==> src/rtl/cmp_timer.sv <==
module cmp_timer #(
  parameter int NCH      = 4,
  parameter int CW       = 16,
  parameter int PW       = 8,
  parameter int AW       = 5,
  parameter int LATE_WIN = 256
) (
  input  logic          clk,
  input  logic          rst_n,
  input  logic [PW-1:0] presc_div,
  input  logic          wr_en,
  input  logic          rd_en,
  input  logic [AW-1:0] addr,
  input  logic [CW-1:0] wdata,
  output logic [CW-1:0] rdata,
  output logic          irq_ch0,
  output logic          irq_shared,
  output logic [2:0]    src_code
);
  localparam int A_CNT  = 0;
  localparam int A_EN   = 1;
  localparam int A_AUTO = 2;
  localparam int A_FLAG = 3;
  localparam int A_SRC  = 4;
  localparam int A_CMP  = 8;
  localparam int A_IVL  = 16;

  logic [PW-1:0]  pcnt;
  logic           tick;
  logic [CW-1:0]  cnt, cnt_nx;
  logic [CW-1:0]  cmp [NCH];
  logic [CW-1:0]  ivl [NCH];
  logic [NCH-1:0] en, auto_m, flag, hit, late, clr, pend;

  assign tick   = pcnt >= presc_div;
  assign cnt_nx = tick ? cnt + CW'(1) : cnt;

  always_ff @(posedge clk or negedge rst_n)
    if (!rst_n) begin
      pcnt <= '0;
      cnt  <= '0;
    end else begin
      pcnt <= tick ? '0 : pcnt + PW'(1);
      cnt  <= cnt_nx;
    end

  always_comb
    for (int i = 0; i < NCH; i++) begin
      hit[i]  = tick && (cnt_nx == cmp[i]);
      late[i] = wr_en && (addr == AW'(A_CMP + i)) &&
                (CW'(cnt_nx - wdata) < CW'(LATE_WIN));
    end

  always_ff @(posedge clk or negedge rst_n)
    if (!rst_n) begin
      for (int i = 0; i < NCH; i++) begin
        cmp[i] <= '0;
        ivl[i] <= '0;
      end
      en     <= '0;
      auto_m <= '0;
    end else begin
      for (int i = 0; i < NCH; i++) begin
        if (wr_en && addr == AW'(A_CMP + i))
          cmp[i] <= wdata;
        else if (hit[i] && auto_m[i])
          cmp[i] <= cmp[i] + ivl[i];
        if (wr_en && addr == AW'(A_IVL + i))
          ivl[i] <= wdata;
      end
      if (wr_en && addr == AW'(A_EN))   en     <= wdata[NCH-1:0];
      if (wr_en && addr == AW'(A_AUTO)) auto_m <= wdata[NCH-1:0];
    end

  assign pend = flag & en;

  always_comb begin
    src_code = '0;
    for (int i = NCH - 1; i >= 1; i--)
      if (pend[i]) src_code = 3'(i);
  end

  always_comb begin
    clr = '0;
    if (wr_en && addr == AW'(A_FLAG)) clr = wdata[NCH-1:0];
    if (rd_en && addr == AW'(A_SRC) && src_code != '0)
      clr = clr | (NCH'(1) << src_code);
  end

  always_ff @(posedge clk or negedge rst_n)
    if (!rst_n) flag <= '0;
    else        flag <= (flag & ~clr) | hit | late;

  assign irq_ch0    = pend[0];
  assign irq_shared = |pend[NCH-1:1];

  always_comb begin
    rdata = '0;
    case (addr)
      AW'(A_CNT):  rdata = cnt;
      AW'(A_EN):   rdata = CW'(en);
      AW'(A_AUTO): rdata = CW'(auto_m);
      AW'(A_FLAG): rdata = CW'(flag);
      AW'(A_SRC):  rdata = CW'(src_code);
      default: ;
    endcase
    for (int i = 0; i < NCH; i++) begin
      if (addr == AW'(A_CMP + i)) rdata = cmp[i];
      if (addr == AW'(A_IVL + i)) rdata = ivl[i];
    end
  end

  assert_cnt_step_R1: assert property (@(posedge clk) disable iff (!rst_n)
    tick |=> cnt == CW'($past(cnt) + CW'(1)));
  assert_cnt_hold_R1: assert property (@(posedge clk) disable iff (!rst_n)
    !tick |=> $stable(cnt));
  assert_src_irq_R5: assert property (@(posedge clk) disable iff (!rst_n)
    irq_shared |-> src_code != '0);
  assert_src_valid_R6: assert property (@(posedge clk) disable iff (!rst_n)
    src_code != '0 |-> flag[src_code] && en[src_code]);

  for (genvar g = 0; g < NCH; g++) begin : g_chk
    assert_hit_sets_R2: assert property (@(posedge clk) disable iff (!rst_n)
      hit[g] |=> flag[g]);
    assert_sticky_R3: assert property (@(posedge clk) disable iff (!rst_n)
      flag[g] && !clr[g] |=> flag[g]);
    assert_late_sets_R7: assert property (@(posedge clk) disable iff (!rst_n)
      late[g] |=> flag[g]);
  end
endmodule

==> config.mk <==
export PLATFORM = sky130hd
export DESIGN_NAME = cmp_timer
export DESIGN_NICKNAME = d
export VERILOG_FILES = /design/src/rtl/cmp_timer.sv
export SDC_FILE = /design/constraint.sdc
export NUM_CORES = 1
export LEC_CHECK = 0
export ABC_AREA = 1
export BUFFER_PORTS_ARGS = -buffer_cell sky130_fd_sc_hd__buf_4
export CELL_PAD_IN_SITES_DETAIL_PLACEMENT = 1
export CELL_PAD_IN_SITES_GLOBAL_PLACEMENT = 2
export CORE_MARGIN = 2
export CORE_UTILIZATION = 39
export CTS_CLUSTER_DIAMETER = 100
export CTS_CLUSTER_SIZE = 20
export DETAILED_ROUTE_END_ITERATION = 7
export HOLD_SLACK_MARGIN = 0.02
export MAX_ROUTING_LAYER = met4
export PLACE_DENSITY_LB_ADDON = 0.1
export SLEW_MARGIN = 20
export SYNTH_ARGS = -nofsm -noshare
export SYNTH_HDL_FRONTEND = slang
export SYNTH_SLANG_ARGS = --single-unit
==> constraint.sdc <==
create_clock -name clk -period 5 [get_ports clk]
set_clock_uncertainty 0.05 [all_clocks]
set_input_delay 1 -clock clk [delete_from_list [all_inputs] [get_ports clk]]
set_output_delay 1 -clock clk [all_outputs]
set_load 0.02 [all_outputs]
## Word-level counts from Yosys, hierarchy flattened

Index checks and enable logic that the tools add are counted.
Widths: inputs -> output; s select.

| storage, ports and cells | value |
|---|---|
| bits in registers | 164 |
| input bits | 33 |
| output and inout port bits | 21 |
| word-level logic and storage cells | 101 |

| operators by class | value |
|---|---|
| $add $sub $neg | 7 |
| order comparisons | 2 |
| eq/ne operators | 16 |
| shift-type cells | 1 |
| multiplexer cells | 24 |
| bitwise logic cells | 6 |
| reductions and logical operators | 32 |

Operators by type and width:

| operator | count |
|---|---|
| $mux 16 | 17 |
| $pmux 16 s5 | 1 |
| $add 16x16->16 | 4 |
| $eq 16x16->1 | 4 |
| $logic_and 1x1->1 | 25 |
| $eq 5x4->1 const B | 4 |
| $eq 5x5->1 const B | 4 |
| $add 16x1->16 const B | 1 |
| $lt 16x9->1 const B | 1 |
| $sub 16x16->16 | 1 |
| $or 4x4->4 | 3 |
| $eq 5x2->1 const B | 2 |
| $add 8x1->8 const B | 1 |
| $and 4x4->4 | 2 |
| $ge 8x8->1 | 1 |
| $mux 4 | 2 |
| $mux 8 | 1 |
| $reduce_bool 2->1 | 4 |
| $mux 3 | 2 |
| $eq 5x1->1 const B | 1 |
| $eq 5x3->1 const B | 1 |
| $logic_not 5->1 | 1 |
| $not 4->4 | 1 |
| $shl 1x3->4 const A | 1 |
| 3 further kinds | 3 |

## Depth between registers and ports, before layout

Gate-level depths: netlist of run 1.

| logic depth | value |
|---|---|
| depth after elaboration | 13 |
| mapped depth | 28 |
| mapped depth without buffers | 27 |

## Least setup slack after synthesis of run 1

No wires, ideal clock.

| path | value |
|---|---|
| kind | input to register |
| from | in presc_div[7] |
| to | reg flag[0] |
| library setup time | 65 ps |
| arrival | 3793 ps |
| data required time | 4885 ps |
| slack | 1092 ps |
| stages | 19 |
| buffers on the path | 2 |
| cell sequence | inv_1 > ha_1 > a21o_1 > nor2_2 > nand3_2 > buf_6 > buf_6 > o21ai_2 > inv_1 > ha_1 > a21oi_1 > nor3_1 > a2111oi_0 > nand2_1 > nand2_1 > nand3_1 > nor2_1 > nand3_1 > nand2_1 |

| on the way | value |
|---|---|
| word-level cells in the longest chain between the ends | 6 |
| elaborated cells on any way between the ends | 9 |
| classes of those cells | add/sub (1); order compare (2); eq/ne (1); mux (1); bitwise (2); reduce/logical (2) |

RTL lines:

| what | line | RTL |
|---|---|---|
| start, declared | 10 | `input logic [PW-1:0] presc_div,` |
| $ge 8x8->1 * | 35 | `assign tick = pcnt >= presc_div;` |
| $mux 16 * | 36 | `assign cnt_nx = tick ? cnt + CW'(1) : cnt;` |
| named net cnt_nx[12] | 30 | `logic [CW-1:0] cnt, cnt_nx;` |
| $sub 16x16->16 or $eq 16x16->1 (tied branches) | 51, 49 |  |
| $lt 16x9->1 or $logic_and 1x1->1 (tied branches) | 51, 49 |  |
| $logic_and 1x1->1 or $or 4x4->4 (tied branches) | 50, 92 |  |
| $or 4x4->4 * | 92 | `else flag <= (flag & ~clr) \| hit \| late;` |
| end signal, assigned | 92 |  |
| end, declared | 33 | `logic [NCH-1:0] en, auto_m, flag, hit, late, clr, pend;` |

Mark *: on every way through the listed nets, which the timed path passes. The rest lies on a longest branch.
A chain may end at the register's enable or synchronous reset.

## Worst setup path in the final report of run 1

| path | value |
|---|---|
| from | in presc_div[7] |
| to | reg flag[1] |

The elaborated chain is that of the path after synthesis.

==> results of run 1 <==
-- per-layer routing --
layer	track usage, %	wire, µm	share of wire (%)	vias up
met5	-	0	0	-
met4	11.1	1620	3.0	0
met3	4.65	2400	4.5	84
met2	50.8	24300	46	303
met1	44.4	24900	47	6456
li1	-	-	-	6224
-- sequential cells by signal (all words and copies together), names as in the netlist --
register	count
pcnt	8
auto_m	4
flag	4
cnt	16
en	4
cmp	64
ivl	64
-- worst reg2reg max path, delay by kind of cell, from the launching register on --
family | cells | cell delay (ns)
adder cells (fa/ha/maj) | 2 | 0.65
flip-flops | 1 | 0.42
buffers and inverters | 3 | 0.49
AO/OA/AOI/OAI | 4 | 1.06
AND/OR/NAND/NOR | 12 | 1.47
-- cell usage after synthesis, types with 4 or more instances --
| library cell | number | area [µm²] |
|---|---|---|
| nand2_4 | 4 | 45.0 |
| a21oi_1 | 85 | 425 |
| nand2_1 | 619 | 2320 |
| o22ai_1 | 5 | 31.3 |
| buf_6 | 7 | 78.8 |
| xnor2_1 | 28 | 245 |
| nand2_2 | 8 | 50.1 |
| a221oi_1 | 13 | 114 |
| nand4_1 | 24 | 150 |
| dfrtp_1 | 164 | 4100 |
| a21o_1 | 7 | 52.6 |
| buf_1 | 4 | 15.0 |
| nand3_1 | 126 | 631 |
| o21ai_1 | 7 | 35.0 |
| nor2_1 | 89 | 334 |
| buf_2 | 4 | 20.0 |
| nor2_2 | 11 | 68.8 |
| nor3_1 | 16 | 80.1 |
| inv_1 | 181 | 679 |
| o2111ai_1 | 4 | 35.0 |
| xor2_1 | 67 | 587 |
| a21boi_0 | 9 | 67.6 |
| o31ai_1 | 4 | 30.0 |
| clkbuf_1 | 36 | 135 |
| ha_1 | 84 | 1050 |
| o21ai_0 | 182 | 911 |
| nand3b_1 | 13 | 97.6 |
| fa_1 | 4 | 80.1 |
-- layout make-up --
| cell class | count | area (µm²) |
|---|---|---|
| Clock inverter | 13 | 169 |
| Fill cell | 4225 | 18100 |
| Multi-Input combinational cell | 1456 | 7890 |
| Clock buffer | 19 | 453 |
| Sequential cell | 164 | 4100 |
| Timing Repair Buffer | 85 | 642 |
| Inverter | 185 | 694 |
| Tap cell | 442 | 553 |
-- through the flow --
| step | setup slack (ns) | hold WS [ns] | total power [mW] |
|---|---|---|---|
| 2_1_floorplan | 1.09 | 0.401 | 3.77 |
| 3_3_place_gp | 0.299 | 0.449 | 4.64 |
| 3_5_place_dp | 0.125 | 0.458 | 4.70 |
| 4_1_cts | 0.581 | 0.477 | 6.19 |
| 5_1_grt | 0.137 | 0.504 | 6.66 |
| 6_report | 0.615 | 0.476 | 6.19 |
-- cell families (layout without fill, tap and decap cells) --
group / count (synthesis) / count (layout) / share of synthesized area (%)
fa+ha+maj: 88 / 88 / 8.74
buf+inv: 238 / 302 / 7.40
flops: 164 / 164 / 31.7
xor+xnor: 96 / 96 / 6.55
compound gates: 344 / 344 / 15.0
simple gates: 927 / 927 / 30.6
other cells: 1 / 1 / 0.0290
-- power groups by stage --
stage,Sequential (mW),Combinational [mW],Clock (mW)
finish,2.00,2.73,1.46
CTS,1.99,2.72,1.48
global route,2.04,3.09,1.53
detailed placement,2.01,2.69,0
floorplan,1.85,1.92,0
global placement,2.01,2.63,0
-- path summary, 6_finish.rpt --
| path | startpoint | end | cells past startpoint | slack (ns) |
|---|---|---|---|---|
| max | presc_div[7] | flag[1]$_DFF_PN0_ | 23 | 0.61 |
| min | ivl[23]$_DFFE_PN0P_ | ivl[23]$_DFFE_PN0P_ | 2 | 0.48 |
| max reg2reg | pcnt[7]$_DFF_PN0_ | flag[1]$_DFF_PN0_ | 21 | 0.81 |
| min reg2reg | ivl[23]$_DFFE_PN0P_ | ivl[23]$_DFFE_PN0P_ | 2 | 0.48 |
| max in group asynchronous | rst_n | cmp[59]$_DFFE_PN0P_ | 2 | 3.29 |
| min in group asynchronous | rst_n | cmp[51]$_DFFE_PN0P_ | 1 | 0.55 |
==> flow_metrics.tcl, run 1 <==
set metrics [dict create \
    cp_num_buf_inv 5 \
    avgSynthCellArea_um2 6.97 \
    ys_warn_count 0 \
    drtAntennaViolNets 0 \
    drc 0 \
    hp-class "flop to flop" \
    rsz0062_at_grt "false" \
    p_clk_share_pct 23.6 \
    syn_inst 1858 \
    setup-tns-final_ns 0 \
    worstSkewPairLatency_ns 0.47 \
    rows 66 \
    hpwl_um 42000 \
    design_area_mm2 0.0145 \
    grt_start_max_net_pins 91 \
    max_slew.worst_pin.slew_ns 1.06 \
    clk_pin_slew_ns 0.08 \
    critPathLaunchType "input port" \
    cts_root_buf "clkbuf_16" \
    run_status "completed" \
    max-cap-violations 0 \
    ys_ff_latch 164 \
    critPathCaptureType "flop" \
    fin_crit_sh_pct 87.7 \
    irDropWorstVdd_uv 299 \
    finalNetCount 2030 \
    final_common_cell "nand2_1" \
    grt_remaining_overflow 0 \
    die_w_um 186 \
    cts_hold_buf 0 \
    synth_edf_count 0 \
    grt_pass1_vias 13000 \
    drive_gt1_share_pct 8.48 \
    die_h_um 186 \
    io_pins 54 \
    power_switching_mw 2.78 \
    setup_viol 0 \
    power_density_mw_per_mm2 427 \
    p_comb_share_pct 44.1 \
    cts_resized 0 \
    relSlewSlack_pct 29.3 \
    cts_tree "built" \
    total_leakage_power_nw 7.45 \
    crit_type "input port to flop" \
    syn_area_mm2 0.0129 \
    dr.pass1.iters 5 \
    worstPathRequired_ns 5.35 \
    areaGrowthSynthToFinish_pct 12.1 \
    initial_core_util_pct 39.7 \
    die_area_mm2 0.0347 \
    totalWireLength_um 53200 \
    cts_setup_buffers 0 \
    dp_cells 2332 \
    slew_viol_final 0 \
    switching_share_pct 44.9 \
    portBuffers 52 \
    synth_cell_types 55 \
    place_area_mm2 0.0139 \
    antenna_found_initial 0 \
    arrival_ns 4.74 \
    most-common-layout-cells "618 x nand2_1, 182 x o21ai_0, 180 x inv_1" \
    clk_path_buf_depth 2 \
    final_util_pct 44.5 \
    critical-path-top-delay-family "simple AND/OR/NAND/NOR gates" \
    cp_max_fo 28 \
    internal_power_mw 3.41 \
    synth-async-reset-ratio_pct 100 \
    ys_seq_area_share_pct 31.7 \
    crit_path_frequent_cell "nand2_1" \
    syn-num-nets 1979 \
    via_count 13100 \
    grt_usage_pct 32.9 \
    slowest_delay_ns 0.58 \
    viasPerCell 5.53 \
    layout.cells.non_filler 2364 \
    numCtsBuffers 17 \
    path_cells "buf_4 > inv_1 > ha_1 > nand2_1 > nor2_1 > nand2_1 > nand3_2 > buf_4 > o21ai_1 > nand2_1 > inv_1 > ha_1 > a21oi_1 > o21ai_0 > inv_1 > nor2_1 > a2111oi_0 > nand2_1 > nand2_1 > nand3_1 > nor2_1 > nand3_1 > nand2_1" \
    drt-wirelength-per-cell_um 22.5 \
    clock_sinks 164 \
    ctsHtreeMaxLevel 4 \
    drtIter0Drc 886 \
    max_freq_mhz 228 \
    cp_slowest_cell "a2111oi_0" \
    gp_congestion 0.924 \
    core_area_mm2 0.0326 \
    synth_top_flop_cell "dfrtp_1" \
    finalCriticalPeriod_ns 4.39 \
    antenna_cells 0 \
    final_hold_viol_count 0 \
    grt_pass1_wl_um 81200 \
    seqPwrFrac_pct 32.2 \
]
No activity file was read; power rests on OpenSTA's default activity.
==> run 2: changes to the inputs <==
- clock period: 5 -> 5.65 ns (I/O delays scaled with it)
==> flow_metrics.tcl, run 2 (synthesis results as in run 1) <==
set metrics [dict create \
    min_from "pcnt[0]$_DFF_PN0_" \
    viasPerCell 5.54 \
    power_mw 5.44 \
    final_hold_viol_count 0 \
    areaGrowthSynthToFinish_pct 11.5 \
    dp_cells 2322 \
    setup_slack_ns 0.900 \
    rrSetupSlack_ns 1.27 \
    rsz0062_at_grt "false" \
    drt-wirelength-per-cell_um 22.4 \
    slew_viol_final 0 \
    grt_pass1_wl_um 80200 \
    worstPathRequired_ns 5.99 \
    die_w_um 186 \
    total_leakage_power_nw 7.41 \
    setup-tns-final_ns 0 \
    drive_gt1_share_pct 7.64 \
    min_to "pcnt[0]$_DFF_PN0_" \
    grt_start_max_net_pins 79 \
    io_pins 54 \
    finalCriticalPeriod_ns 4.75 \
    max-cap-violations 0 \
    clk_path_buf_depth 2 \
    r2r-start "cnt[0]$_DFF_PN0_" \
    finalNetCount 2020 \
    place_ws_ns 0.444 \
    r2r_cells 20 \
    path_cells "buf_4 > inv_1 > ha_1 > a21o_1 > nor2_2 > nand3_2 > inv_1 > buf_4 > nand2_1 > nand2_2 > inv_1 > ha_1 > a21oi_1 > o21ai_0 > inv_1 > nor2_1 > a2111oi_0 > nand2_1 > nand2_1 > nand3_1 > nor2_1 > nand3_1 > nand2_1" \
    hpwl_um 42000 \
    slowest_delay_ns 0.64 \
    final_common_cell "nand2_1" \
    rows 66 \
    relSlewSlack_pct 26.2 \
    design_area_mm2 0.0144 \
    grt_usage_pct 32.3 \
    ff_latch_area_mm2 0.00410 \
    initial_core_util_pct 39.7 \
    die_area_mm2 0.0347 \
    cts_hold_buf 0 \
    hold_slack_ns 0.437 \
    run_status "completed" \
    cts_root_buf "clkbuf_16" \
    crit_type "input port to flop" \
    ctsHtreeMaxLevel 4 \
    portBuffers 52 \
    gp_congestion 0.919 \
    most-common-layout-cells "619 x nand2_1, 182 x o21ai_0, 180 x inv_1" \
    cts_resized 0 \
    critPathCaptureType "flop" \
    top_regs "cmp: 64 flops, ivl: 64 flops, cnt: 16 flops" \
    critPathLaunchType "input port" \
    grt_pass1_vias 13000 \
    clk_pin_slew_ns 0.07 \
    die_h_um 186 \
    dr.pass1.iters 5 \
    final_util_pct 44.2 \
    layout.cells.non_filler 2354 \
    power_density_mw_per_mm2 377 \
    setup_viol 0 \
    drc 0 \
    max_freq_mhz 211 \
    drtAntennaViolNets 0 \
    cp_max_fo 10 \
    crit_path_start "presc_div[7]" \
    grt_remaining_overflow 0 \
    numCtsBuffers 17 \
    core_area_mm2 0.0326 \
    via_count 13000 \
    place_area_mm2 0.0138 \
    arrival_ns 5.09 \
    fin_crit_sh_pct 84.1 \
    cts_setup_buffers 0 \
    hold-path-cell-count 1 \
    clock_sinks 164 \
    worstSkewPairLatency_ns 0.46 \
    totalWireLength_um 52700 \
    r2r_end "flag[3]$_DFF_PN0_" \
    cts_tree "built" \
    hp-class "flop to flop" \
    cp_slowest_cell "a2111oi_0" \
    fill_cells 4252 \
    multiInputGateArea_mm2 0.00789 \
    irDropWorstVdd_uv 233 \
    antenna_found_initial 1 \
    drtIter0Drc 914 \
    max_slew.worst_pin.slew_ns 1.11 \
]
==> run 2: cell count changes in the layout (fill, tap and decap cells not counted), moves of 2 or more <==
cell / previous run / this run
clkinv_2: 1 / 3
inv_6: 5 / 0
clkinvlp_4: 4 / 1
clkbuf_1: 0 / 4
buf_4: 84 / 74
bufinv_16: 3 / 5
clkbuf_8: 2 / 0
==> run 2: how the worst max path moves through the flow <==
| stage | end | slack, ns | cells past startpoint |
|---|---|---|---|
| after global placement | flag[2]$_DFF_PN0_ | 0.72 | 23 |
| after CTS | flag[3]$_DFF_PN0_ | 0.91 | 23 |
| after global routing | flag[1]$_DFF_PN0_ | 0.58 | 26 |
| after detailed placement | flag[3]$_DFF_PN0_ | 0.44 | 23 |
| final | flag[3]$_DFF_PN0_ | 0.90 | 23 |
| after floorplan | flag[0]$_DFF_PN0_ | 1.61 | 19 |
==> run 2: layer usage <==
layer | global-route usage, % | part of all wire (%) | vias up
met4 | 7.97 | 2.2 | 0
met1 | 43.6 | 47 | 6500
met5 | - | 0 | -
li1 | - | - | 6210
met2 | 51.8 | 47 | 274
met3 | 3.78 | 3.4 | 58
==> run 2: worst max-delay path, delay by kind of cell <==
family	cells	cell delay [ns]
and+or+nand+nor	11	1.48
AOI/OAI and AO/OA	4	1.17
buffers and inverters	6	0.77
adders and majority gates	2	0.50
==> run 2: where the power goes <==
part,switching [mW],leakage [nW],internal (mW),total [mW]
registers,0.351,2.12,1.42,1.77
logic,1.52,4.99,0.840,2.36
clock network,0.530,0.301,0.781,1.31
==> run 2: final cells by class <==
type                    count  area share [%]
multi-input cells        1456            54.7
inverters                 185            4.81
diodes                      1          0.0173
clock inverters            10            1.26
well taps                 442            3.83
repair buffers             75            3.93
clock buffers              21            3.05
flip-flops and latches    164            28.4
